File: config.mk
export PLATFORM = sky130hd
export DESIGN_NAME = interp_lanes
export DESIGN_NICKNAME = d
export VERILOG_FILES = /design/src/rtl/interp_lanes.sv
export SDC_FILE = /design/constraint.sdc
export NUM_CORES = 1
export LEC_CHECK = 0
export ABC_AREA = 1
export BUFFER_PORTS_ARGS = -buffer_cell sky130_fd_sc_hd__buf_2
export CORE_UTILIZATION = 40
export DETAILED_ROUTE_END_ITERATION = 6
export GPL_ROUTABILITY_DRIVEN = 0
export PLACE_DENSITY_LB_ADDON = 0.15
export SYNTH_ARGS = -nofsm -noshare
export SYNTH_HDL_FRONTEND = slang
export SYNTH_SLANG_ARGS = --single-unit
File: constraint.sdc
create_clock -name clk -period 16.5 [get_ports clk]
set_input_delay 0.825 -clock clk [delete_from_list [all_inputs] [get_ports clk]]
set_output_delay 0.825 -clock clk [all_outputs]
set_load 0.03 [all_outputs]
File: src/rtl/interp_lanes.sv
module interp_lanes #(
  parameter int DW = 32,
  parameter int CW = 21
) (
  input  logic          clk,
  input  logic          rst_n,
  input  logic          wr_en,
  input  logic [3:0]    addr,
  input  logic [DW-1:0] wdata,
  input  logic          rd_en,
  output logic [DW-1:0] rdata
);
  localparam int SW = $clog2(DW);

  logic [DW-1:0] acc0, acc1, base0, base1, base2;
  logic [CW-1:0] ctrl0, ctrl1;
  logic [DW-1:0] win0, win1, res0, res1, full;
  logic          pop;

  function automatic logic [DW-1:0] window(input logic [DW-1:0] src, input logic [CW-1:0] c);
    logic [SW-1:0] sh, lo, hi;
    logic [DW-1:0] mask, m;
    sh = c[4:0];
    lo = c[9:5];
    hi = c[14:10];
    mask = (hi >= lo) ? (({DW{1'b1}} << lo) & ({DW{1'b1}} >> (SW'(DW-1) - hi))) : '0;
    m = (src >> sh) & mask;
    if (c[15] && hi >= lo && m[hi]) m = m | ({DW{1'b1}} << hi);
    return m;
  endfunction

  wire [DW-1:0] src0 = ctrl0[16] ? acc1 : acc0;
  wire [DW-1:0] src1 = ctrl1[16] ? acc0 : acc1;

  assign win0 = window(src0, ctrl0);
  assign win1 = window(src1, ctrl1);
  assign res0 = base0 + (ctrl0[18] ? src0 : win0);
  assign res1 = base1 + (ctrl1[18] ? src1 : win1);
  assign full = base2 + win0 + win1;
  assign pop  = rd_en && addr[3:2] == 2'b11 && addr[1:0] != 2'b11;

  wire [DW-1:0] bus0 = res0 | (DW'(ctrl0[20:19]) << 28);
  wire [DW-1:0] bus1 = res1 | (DW'(ctrl1[20:19]) << 28);

  always_comb begin
    rdata = '0;
    if (rd_en) begin
      case (addr)
        4'd0:         rdata = acc0;
        4'd1:         rdata = acc1;
        4'd2:         rdata = base0;
        4'd3:         rdata = base1;
        4'd4:         rdata = base2;
        4'd5:         rdata = DW'(ctrl0);
        4'd6:         rdata = DW'(ctrl1);
        4'd8, 4'd12:  rdata = bus0;
        4'd9, 4'd13:  rdata = bus1;
        4'd10, 4'd14: rdata = full;
        default:      rdata = '0;
      endcase
    end
  end

  always_ff @(posedge clk) begin
    if (!rst_n) begin
      acc0 <= '0; acc1 <= '0;
      base0 <= '0; base1 <= '0; base2 <= '0;
      ctrl0 <= '0; ctrl1 <= '0;
    end else begin
      if (pop) begin
        acc0 <= ctrl0[17] ? res1 : res0;
        acc1 <= ctrl1[17] ? res0 : res1;
      end
      if (wr_en) begin
        case (addr)
          4'd0: acc0 <= wdata;
          4'd1: acc1 <= wdata;
          4'd2: base0 <= wdata;
          4'd3: base1 <= wdata;
          4'd4: base2 <= wdata;
          4'd5: ctrl0 <= wdata[CW-1:0];
          4'd6: ctrl1 <= wdata[CW-1:0];
          default: ;
        endcase
      end
    end
  end
endmodule


==> flow_summary.yaml <==
status:
  status: "finished, violations left"
  violations: "design-rule violations"
floorplan:
  die_area_mm2: 0.0571
  io_pins: 72
  start_util_pct: 40.6
  fp.coreArea_mm2: 0.0553
  rows: 86
  die_w_um: 239
  die_h_um: 239
grt:
  track_usage_pct: 38.8
  grt_overflow_total: 0
  use_met3_pct: 8.05
  grt_pass1_vias: 25652
  use_met1_pct: 49.6
  grt_max_degree: 100
  grt_util_met2_pct: 57.5
  grt_pass1_wl_mm: 166
  grt-busiest-layer: "met2"
  antenna_found_initial: 3
worst_setup_path:
  critPathLaunchType: "flop"
  ff2ff_setup_slack_ns: 8.18
  crit_fanout: 25
  cp.arrival_ns: 9.34
  cp-end-kind: "output pin"
  slowest_stage: "a2111oi_1"
  critPathMaxStageDelay_ns: 1.12
  reg2reg_depth: 35
  crit_top_cell: "nand3_1"
  critPathKind: "flop to output pin"
  cp.required_ns: 15.67
  r2r-end: "acc1[27]"
  r2r-start: "ctrl0[9]"
logic_synthesis:
  synthDistinctLibCells: 62
  syn_nets: 3970
  yosys_warnings: 0
  synthFlopType: "dfxtp_1"
  netlist_area_mm2: 0.0224
  synth_edf_count: 0
  async_flop_share_pct: 0
  syn_inst: 3794
  synth_seq_cells: 202
  ys_seq_area_share_pct: 18.0
  syn_area_per_cell_um2: 5.91
routing:
  viasPerCell: 6.33
  detail_route.wl_per_cell_um: 25.4
  antenna_left: 0
  dr.pass1.iters: 7
  drc: 13
  drt-initial-drc-count: 4279
  drt_wl_total_mm: 114
  vias: 28336
sta:
  period_needed_ns: 10.17
  grt_setup_unrepaired: "false"
  fin_skew_ns: 0.0227
  clock.fmax_mhz: 98.3
  drv_slew: 0
  finalWorstSetupSlack_ns: 6.33
  min_period_over_period_pct: 61.6
  max_slew_margin_pct: 6.14
  worst-slew-pin-transition_ns: 1.39
  hold_violations: 0
  finalSetupTns_ns: 0
  setup_viol: 0
clock_network:
  post-cts-setup-buffer-count: 0
  ctsResizeCount: 0
  clk_latency_ns: 0.58
  clockRootBuffer: "clkbuf_16"
  holdBufCountCts: 0
  clk_path_buf_depth: 3
  cts_tree: "done"
  path_clk_slew_ns: 0.07
  h-tree-depth: 1
  cts_made_buffers: 26
  clock-sinks: 202
flow_run:
  max_cap_viol_count: 0
power_and_ir_drop:
  power_frac_seq_pct: 37.6
  pwr-share-comb_pct: 19.6
  total_power_uw: 1390
  switching_share_pct: 34.3
  power_density_mw_per_mm2: 57.8
  intPower_uw: 910
  irDropWorstVdd_uv: 74.1
  power.leakage_uw: 0.0105
  p_sw_uw: 476
  p_clk_share_pct: 42.8
finish:
  synthToLayoutAreaGrowth_pct: 6.82
  drive_gt1_share_pct: 5.58
  final_nets: 3887
  utilization_pct: 43.3
placement:
  post-dp-hpwl_mm: 88.3
  dp_worst_setup_slack_ns: 7.43
  port_buffers: 71
hold_path:
  holdPathEnd: "base0[16]"
  hold_depth: 2
  hold_class: "flop to flop"
  hold_path.startpoint: "base0[16]"
[cell usage after synthesis, types with 34 or more instances]
cell type | instances | area [µm²]
fa_1 | 34 | 681
ha_1 | 102 | 1280
a31oi_1 | 73 | 457
dfxtp_1 | 202 | 4040
inv_1 | 297 | 1110
o21ai_0 | 265 | 1330
o22ai_1 | 45 | 282
nand2_1 | 807 | 3030
o211ai_1 | 47 | 353
nor2_1 | 270 | 1010
a21oi_1 | 426 | 2130
clkbuf_1 | 159 | 597
nand3_1 | 671 | 3360
buf_2 | 35 | 175
[cell families after synthesis]
family	after synthesis	share of synthesized area, %
AO/OA/AOI/OAI	1007	25.7
XOR/XNOR	57	2.22
adder cells (fa/ha/maj)	136	8.72
buffers and inverters	545	9.67
flip-flops	202	18.0
AND/OR/NAND/NOR	1847	35.7
[layout make-up]
class | count | area, µm²
clock buffer | 37 | 773
timing repair buffer | 119 | 718
fill | 6221 | 31300
antenna | 3 | 7.51
multi-input combinational | 3047 | 16200
inverter | 315 | 1190
sequential | 202 | 4050
tap | 748 | 936
clock inverter | 5 | 60.1
[worst max-delay path: cells and delay by family (launching register included)]
family                     cells  cell delay, ns
and+or+nand+nor               15            1.91
DFF                            1            0.50
adders and majority gates      4            1.40
AOI/OAI and AO/OA              8            3.16
buffers and inverters          7            1.77
[sequential cells by signal, summed over array words and instances, names as in the netlist]
name	count
ctrl1	21
base0	32
base2	32
ctrl0	21
acc0	32
base1	32
acc1	32
[placed cells by master (no fill, tap or decap), types with 8 or more instances in the layout]
cell type,count
a221oi_1,24
o21ai_2,11
o221ai_1,11
ha_1,102
a21oi_1,426
o21bai_1,8
clkbuf_16,27
inv_1,297
or2_2,11
a21boi_0,10
o21a_1,12
dfxtp_1,200
o2111ai_1,9
buf_2,70
a211oi_1,15
xor2_1,27
nand3_1,671
nand2_1,806
o21ai_1,17
a31oi_1,73
nor2_1,265
o22ai_1,45
buf_4,49
nor3_1,30
fa_1,34
o21ai_0,265
xnor2_1,30
nor4_1,9
o211ai_1,47
nand4_1,30
clkinv_1,10
[through the flow]
stage	hold WS [ns]	instance area [µm²]	std cells
3_3_place_gp	0.471	23100	4431
6_report	0.492	24000	4476
5_1_grt	0.514	24000	4473
3_5_place_dp	0.473	23100	4431
2_1_floorplan	0.443	22400	3794
4_1_cts	0.483	24000	4473
[worst max-delay path by stage]
stage	startpoint	endpoint	slack [ns]	depth (start not counted)
floorplan	ctrl1[9]	rdata[23]	9.59	46
global placement	ctrl1[9]	rdata[23]	7.57	43
detailed placement	ctrl0[9]	rdata[23]	7.43	42
CTS	ctrl0[9]	rdata[23]	6.81	42
global route	ctrl0[9]	rdata[23]	6.04	42
finish	ctrl0[9]	rdata[13]	6.33	34
[power by group through the flow]
stage | sequential, µW | combinational, µW | clock (µW)
2_1_floorplan | 517 | 174 | 0
3_3_place_gp | 531 | 260 | 0
3_5_place_dp | 531 | 259 | 0
4_1_cts | 520 | 260 | 592
5_1_grt | 521 | 290 | 607
6_report | 521 | 272 | 592
[layer usage]
| layer | vias up | routed length, µm |
|---|---|---|
| met2 | 1981 | 46100 |
| li1 | 13016 | - |
| met4 | 0 | 10100 |
| met3 | 499 | 13400 |
| met5 | - | 0 |
| met1 | 12840 | 44100 |
No activity file was read; power rests on OpenSTA's default activity.
